==> config.mk <==
export PLATFORM = sky130hd
export DESIGN_NAME = dnm_chain_top
export DESIGN_NICKNAME = d
export VERILOG_FILES = /design/src/rtl/dnm_pkg.sv /design/src/rtl/dnm_mant_mul.sv /design/src/rtl/dnm_lzc.sv /design/src/rtl/dnm_normalize.sv /design/src/rtl/dnm_chain_top.sv
export SDC_FILE = /design/constraint.sdc
export NUM_CORES = 1
export LEC_CHECK = 0
export BUFFER_PORTS_ARGS = -buffer_cell sky130_fd_sc_hd__buf_2
export CORE_ASPECT_RATIO = 0.8
export CORE_MARGIN = 2
export CORE_UTILIZATION = 58
export CTS_CLUSTER_SIZE = 24
export DETAILED_ROUTE_END_ITERATION = 6
export PLACE_DENSITY_LB_ADDON = 0.1
export SETUP_SLACK_MARGIN = 0.15
export SLEW_MARGIN = 20
export SYNTH_ARGS = -nofsm -noshare
export SYNTH_HDL_FRONTEND = slang
export SYNTH_SLANG_ARGS = --single-unit
==> constraint.sdc <==
create_clock -name clk -period 6.22 [get_ports clk]
set_input_delay 0.311 -clock clk [delete_from_list [all_inputs] [get_ports clk]]
set_output_delay 0.311 -clock clk [all_outputs]
set_load 0.05 [all_outputs]
==> src/rtl/dnm_pkg.sv <==
package dnm_pkg;
  typedef enum logic [1:0] {
    ST_IDLE  = 2'd0,
    ST_CHAIN = 2'd1,
    ST_NORM  = 2'd2
  } dnm_state_e;
endpackage

==> src/rtl/dnm_mant_mul.sv <==
module dnm_mant_mul #(
  parameter int ACC_W  = 20,
  parameter int MANT_W = 16
) (
  input  logic [ACC_W-1:0]  acc,
  input  logic [MANT_W-1:0] opm,
  output logic [ACC_W-1:0]  prod_hi
);
  localparam int PW = ACC_W + MANT_W;

  logic [PW-1:0] prod_full;

  always_comb begin
    prod_full = {{MANT_W{1'b0}}, acc} * {{ACC_W{1'b0}}, opm};
    // keep the top ACC_W bits; the product's 2 integer bits are absorbed by +1 on the exponent
    prod_hi   = ACC_W'(prod_full >> MANT_W);
  end
endmodule

==> src/rtl/dnm_lzc.sv <==
module dnm_lzc #(
  parameter int W    = 20,
  parameter int LZ_W = $clog2(W + 1)
) (
  input  logic [W-1:0]    vec,
  output logic [LZ_W-1:0] lz
);
  always_comb begin
    logic hit;
    hit = 1'b0;
    lz  = LZ_W'(W);
    for (int i = W - 1; i >= 0; i--) begin
      if (!hit && vec[i]) begin
        lz  = LZ_W'(W - 1 - i);
        hit = 1'b1;
      end
    end
  end
endmodule

==> src/rtl/dnm_normalize.sv <==
module dnm_normalize #(
  parameter int ACC_W   = 20,
  parameter int GUARD_W = 4,
  parameter int EXP_W   = 10,
  parameter int LZ_W    = $clog2(ACC_W + 1)
) (
  input  logic [ACC_W-1:0]         mant,
  input  logic [EXP_W-1:0]         exp_in,
  output logic [ACC_W-GUARD_W-2:0] frac,
  output logic [EXP_W-1:0]         exp_out,
  output logic [LZ_W-1:0]          lz,
  output logic                     lead_bit
);
  localparam int FRAC_W = ACC_W - GUARD_W - 1;

  logic [ACC_W-1:0] shifted;

  dnm_lzc #(.W(ACC_W), .LZ_W(LZ_W)) u_lzc (
    .vec (mant),
    .lz  (lz)
  );

  always_comb begin
    shifted  = mant << lz;
    lead_bit = shifted[ACC_W-1];
    frac     = FRAC_W'(shifted >> GUARD_W);
    exp_out  = exp_in - EXP_W'(lz);
  end
endmodule

==> src/rtl/dnm_chain_top.sv <==
module dnm_chain_top #(
  parameter int MANT_W   = 16,
  parameter int EXP_W    = 10,
  parameter int GUARD_W  = 4,
  parameter int MAX_MULS = 4
) (
  input  logic                     clk,
  input  logic                     rst,
  input  logic                     in_valid,
  output logic                     in_ready,
  input  logic                     in_first,
  input  logic                     in_last,
  input  logic                     in_sign,
  input  logic [EXP_W-1:0]         in_exp,
  input  logic [MANT_W-2:0]        in_frac,
  output logic                     out_valid,
  output logic                     out_sign,
  output logic [EXP_W-1:0]         out_exp,
  output logic [MANT_W-2:0]        out_frac,
  output logic [MANT_W+GUARD_W-1:0] out_raw_mant,
  output logic [EXP_W-1:0]         out_raw_exp
);
  import dnm_pkg::*;

  localparam int FRAC_W = MANT_W - 1;
  localparam int ACC_W  = MANT_W + GUARD_W;
  localparam int BIAS   = (1 << (EXP_W - 1)) - 1;
  localparam int CNT_W  = $clog2(MAX_MULS + 1);
  localparam int LZ_W   = $clog2(ACC_W + 1);

  dnm_state_e       st_q;
  logic [ACC_W-1:0] acc_mant;
  logic [EXP_W-1:0] acc_exp;
  logic             acc_sign;
  logic [CNT_W-1:0] mul_cnt;

  logic [MANT_W-1:0] op_mant;
  logic [ACC_W-1:0]  mul_mant;
  logic [EXP_W-1:0]  mul_exp;
  logic              full;
  logic              take;

  logic [FRAC_W-1:0] nrm_frac;
  logic [EXP_W-1:0]  nrm_exp;
  logic [LZ_W-1:0]   nrm_lz;
  logic              nrm_lead;

  assign op_mant  = {1'b1, in_frac};
  assign full     = (mul_cnt == CNT_W'(MAX_MULS));
  assign in_ready = (st_q == ST_IDLE) || ((st_q == ST_CHAIN) && !full);
  assign take     = in_valid && in_ready;
  assign mul_exp  = acc_exp + in_exp - EXP_W'(BIAS) + EXP_W'(1);

  dnm_mant_mul #(.ACC_W(ACC_W), .MANT_W(MANT_W)) u_mul (
    .acc     (acc_mant),
    .opm     (op_mant),
    .prod_hi (mul_mant)
  );

  dnm_normalize #(
    .ACC_W(ACC_W), .GUARD_W(GUARD_W), .EXP_W(EXP_W), .LZ_W(LZ_W)
  ) u_norm (
    .mant     (acc_mant),
    .exp_in   (acc_exp),
    .frac     (nrm_frac),
    .exp_out  (nrm_exp),
    .lz       (nrm_lz),
    .lead_bit (nrm_lead)
  );

  always_ff @(posedge clk) begin
    if (rst) begin
      st_q         <= ST_IDLE;
      acc_mant     <= '0;
      acc_exp      <= '0;
      acc_sign     <= 1'b0;
      mul_cnt      <= '0;
      out_valid    <= 1'b0;
      out_sign     <= 1'b0;
      out_exp      <= '0;
      out_frac     <= '0;
      out_raw_mant <= '0;
      out_raw_exp  <= '0;
    end else begin
      out_valid <= 1'b0;
      unique case (st_q)
        ST_IDLE, ST_CHAIN: begin
          if (take) begin
            if (st_q == ST_IDLE || in_first) begin
              acc_mant <= {op_mant, {GUARD_W{1'b0}}};
              acc_exp  <= in_exp;
              acc_sign <= in_sign;
              mul_cnt  <= '0;
            end else begin
              acc_mant <= mul_mant;
              acc_exp  <= mul_exp;
              acc_sign <= acc_sign ^ in_sign;
              mul_cnt  <= mul_cnt + CNT_W'(1);
            end
            st_q <= in_last ? ST_NORM : ST_CHAIN;
          end else if (st_q == ST_CHAIN && full && in_valid) begin
            st_q <= ST_NORM;
          end
        end
        ST_NORM: begin
          out_valid    <= 1'b1;
          out_sign     <= acc_sign;
          out_exp      <= nrm_exp;
          out_frac     <= nrm_frac;
          out_raw_mant <= acc_mant;
          out_raw_exp  <= acc_exp;
          mul_cnt      <= '0;
          st_q         <= ST_IDLE;
        end
        default: st_q <= ST_IDLE;
      endcase
    end
  end

  // a closing operand yields the result strobe two edges later
  a_r7_result_latency: assert property (@(posedge clk) disable iff (rst)
    (in_valid && in_ready && in_last) |-> ##2 out_valid);

  // the result strobe lasts a single cycle
  a_r7_single_pulse: assert property (@(posedge clk) disable iff (rst)
    out_valid |=> !out_valid);

  // leading zeros never exceed the multiplies performed
  a_r5_slip_bound: assert property (@(posedge clk) disable iff (rst)
    (st_q == ST_NORM) |-> (int'(nrm_lz) <= int'(mul_cnt)));

  // the shifter always brings a one into the top position
  a_r6_lead_one: assert property (@(posedge clk) disable iff (rst)
    (st_q == ST_NORM) |-> nrm_lead);

  // the multiply count stays within the cap
  a_r9_count_cap: assert property (@(posedge clk) disable iff (rst)
    int'(mul_cnt) <= MAX_MULS);

  // an operand meeting a full chain forces normalization next
  a_r9_forced_norm: assert property (@(posedge clk) disable iff (rst)
    (st_q == ST_CHAIN && full && in_valid) |=> (st_q == ST_NORM));
endmodule

==> results.cfg <==
[critical_path]
reg2reg_slack_ps = 150
rr_endpoint = acc_mant[14]
start_kind = flip-flop
worstPathRequired_ps = 6480
reg2reg_depth = 25
criticalPathCategory = reg2reg
r2r-start = acc_mant[9]
arrival_ps = 6330
crit_path_end_kind = flip-flop
cp_max_fo = 6

[synth]
synth_top_area_cell = fa_1
netlist-cell-type-count = 77
synth_top_area_share_pct = 33.07
synth_flop_cell = dfxtp_1
ys_ff_latch = 93
synthTopCellsByArea = fa_1 (33%), dfxtp_1 (12%), ha_1 (11%)
ys_warn_count = 0
syn_inst = 1828
synth_nets = 2239
synth_edf_count = 0
ys_seq_area_share_pct = 12.25
syn_area_per_cell_um2 = 8.312
synth-async-reset-ratio_pct = 0
synth_area_um2 = 15190

[status]
status = finished, final reports clean

[timing]
tightest_slew_ps = 1068
rsz0062_at_grt = yes
hold_violations = 0
maxSlewViolCount = 0
period_share_pct = 97.52
finClkSkew_ps = 11.06
fmax_mhz = 164.9
setup_viol_count_final = 0
min_period_ps = 6066
slew_headroom_pct = 28.57

[global_routing]
grt_first_pass_wirelength_um = 70400
grtUsageTotal_pct = 33.21
grt_max_degree = 57
antenna_found_initial = 0
grt-ovfl-total = 0
grt_pass1_vias = 13390

[routing]
postRouteAntennaNets = 0
drt_iter0_markers = 1259
via_per_inst = 5.724
drc = 0
dr.pass1.iters = 5
num_vias = 13340
drt-total-wl_um = 44340
routedWlPerCell_um = 19.03

[cts]
cts_sinks = 93
cts_tree = yes
h-tree-depth = 3
numCtsBuffers = 9
insertion_delay_ps = 360
hold_buffers = 0
path_clk_slew_ps = 70
clk_path_buf_depth = 2
root_buffer = clkbuf_16

[final_layout]
drive_gt1_share_pct = 18.96
nets = 2384
layout.cells.non_filler = 2330
synthToLayoutAreaGrowth_pct = 17.19
fin_util_pct = 69.82

[floorplanning]
rows = 52
die_y_um = 148.8
die-area_um2 = 27520
core_um2 = 25500
start_util_pct = 59.58
num_io_pins = 89
die_x_um = 185.0

[placement]
dp.cells = 2289
place.gp.congestion = 0.9478
portBuffers = 88
dp.final_hpwl_um = 34430

[flow_run]
drv_cap = 0

[pwr]
vdd_drop_max_v = 0.0008323
power_mw = 9.422
p_per_area_nw_per_um2 = 529.1
leakage_nw = 8.645

[min_path]
hp-class = in2reg
min_to = acc_sign
hp-start = in_sign
hold_depth = 3
-- cells in the mapped netlist (13+ instances only) --
cell type    n
nand3_1     19
xnor2_1     17
dfxtp_1     93
a21o_1      13
nand2_1    299
a211oi_1    16
and2_1     129
nor3_1      19
fa_1       251
nor2_1      71
clkbuf_1   102
ha_1       129
a21oi_1     95
inv_1      315
o21ai_0     45
-- layout make-up --
type,instances,area [um2]
Inverter,317,1190
Multi-Input combinational cell,1300,12140
Antenna cell,1,2.502
Tap cell,351,439.2
Clock inverter,7,121.4
Sequential cell,93,1916
Timing Repair Buffer,252,1774
Fill cell,2077,7697
Clock buffer,9,225.2
-- kinds of logic (layout without fill, tap and decap cells) --
group           Yosys count  after routing  synth area share (%)
flops                    93             93                 12.25
mux                      14             14                 1.038
simple gates            605            605                 18.80
other cells               0              1                     0
compound gates          275            275                 11.84
fa+ha+maj               380            380                 43.69
xor+xnor                 26             26                 1.499
buf+inv                 435            585                 10.88
-- registers in the layout, indices dropped and copies added, names as in the netlist --
signal        flops
out_valid         1
out_sign          1
st_q              2
acc_mant         20
out_frac         15
out_exp          10
acc_sign          1
acc_exp          10
out_raw_exp      10
out_raw_mant     20
mul_cnt           3
-- report_power, final --
part	total, mW	leakage (nW)	switching [mW]	internal, mW
clock	0.654	0.170	0.258	0.396
combinational	8.05	7.71	4.38	3.68
sequential	0.716	0.768	0.0731	0.643
-- how the worst max path moves through the flow --
| stage | start | end | slack, ps | depth (start not counted) |
|---|---|---|---|---|
| after floorplan | acc_mant[19] | acc_mant[8] | 150 | 21 |
| after global placement | in_frac[1] | acc_mant[8] | -680 | 23 |
| after detailed placement | acc_mant[13] | acc_mant[8] | -630 | 19 |
| after CTS | acc_mant[8] | acc_mant[8] | 140 | 25 |
| after global routing | acc_mant[9] | acc_mant[8] | -60 | 22 |
| final | acc_mant[9] | acc_mant[14] | 150 | 25 |
-- critical path: stages, from the launching register on --
cell	delay [ps]
dfxtp_4	390
buf_12	140
buf_4	150
nand2_1	70
fa_1	490
fa_2	610
fa_2	450
inv_2	70
fa_2	430
fa_1	490
inv_1	50
fa_1	490
inv_1	50
ha_1	190
a211o_1	320
o221ai_2	210
inv_2	60
buf_4	140
o211ai_1	170
a31oi_1	140
buf_4	180
a21oi_4	150
xnor2_1	130
buf_4	140
nand2_4	40
a221oi_2	230
-- layout by cell type (no fill, tap or decap), types with 10 or more instances in the layout --
master and instances:
nand2_1 296, a21oi_1 87, ha_4 10, nor3_1 17, nor2_1 70, a311oi_1 11
xnor2_1 16, nand3_1 18, buf_4 152, a31oi_1 10, and2_1 121, inv_1 307
o21ai_0 37, a21o_1 13, buf_2 88, clkbuf_16 10, fa_1 241, dfxtp_4 13
mux2i_1 12, a211oi_1 13, fa_2 10, ha_1 119, dfxtp_1 76
-- timing repair --
action | CTS | global route
pin swaps | 12 | 49
endpoints found under the setup margin | 16 | 19
resized for setup | 37 | 100
setup buffers | 2 | 21
cloned | 0 | 1
-- layer usage --
layer	GRT usage [%]	up-vias	share of wire [%]
li1	-	6068	-
met1	47.39	6583	42
met2	51.69	617	46
met3	6.885	69	9.0
met4	9.048	0	2.5
met5	0	-	0
-- through the flow --
stage                     setup slack (ps)  instance area, um2  TNS [ps]  hold slack [ps]
after global placement              -677.1               16710     -1932            441.0
after CTS                            135.5               17190         0            226.4
after global routing                -62.20               17800    -115.6            242.5
after floorplan                      152.3               15220         0            417.5
final                                154.1               17810         0            230.0
after detailed placement            -634.5               16710     -2157            443.9
(Power assumes the default switching activity.)
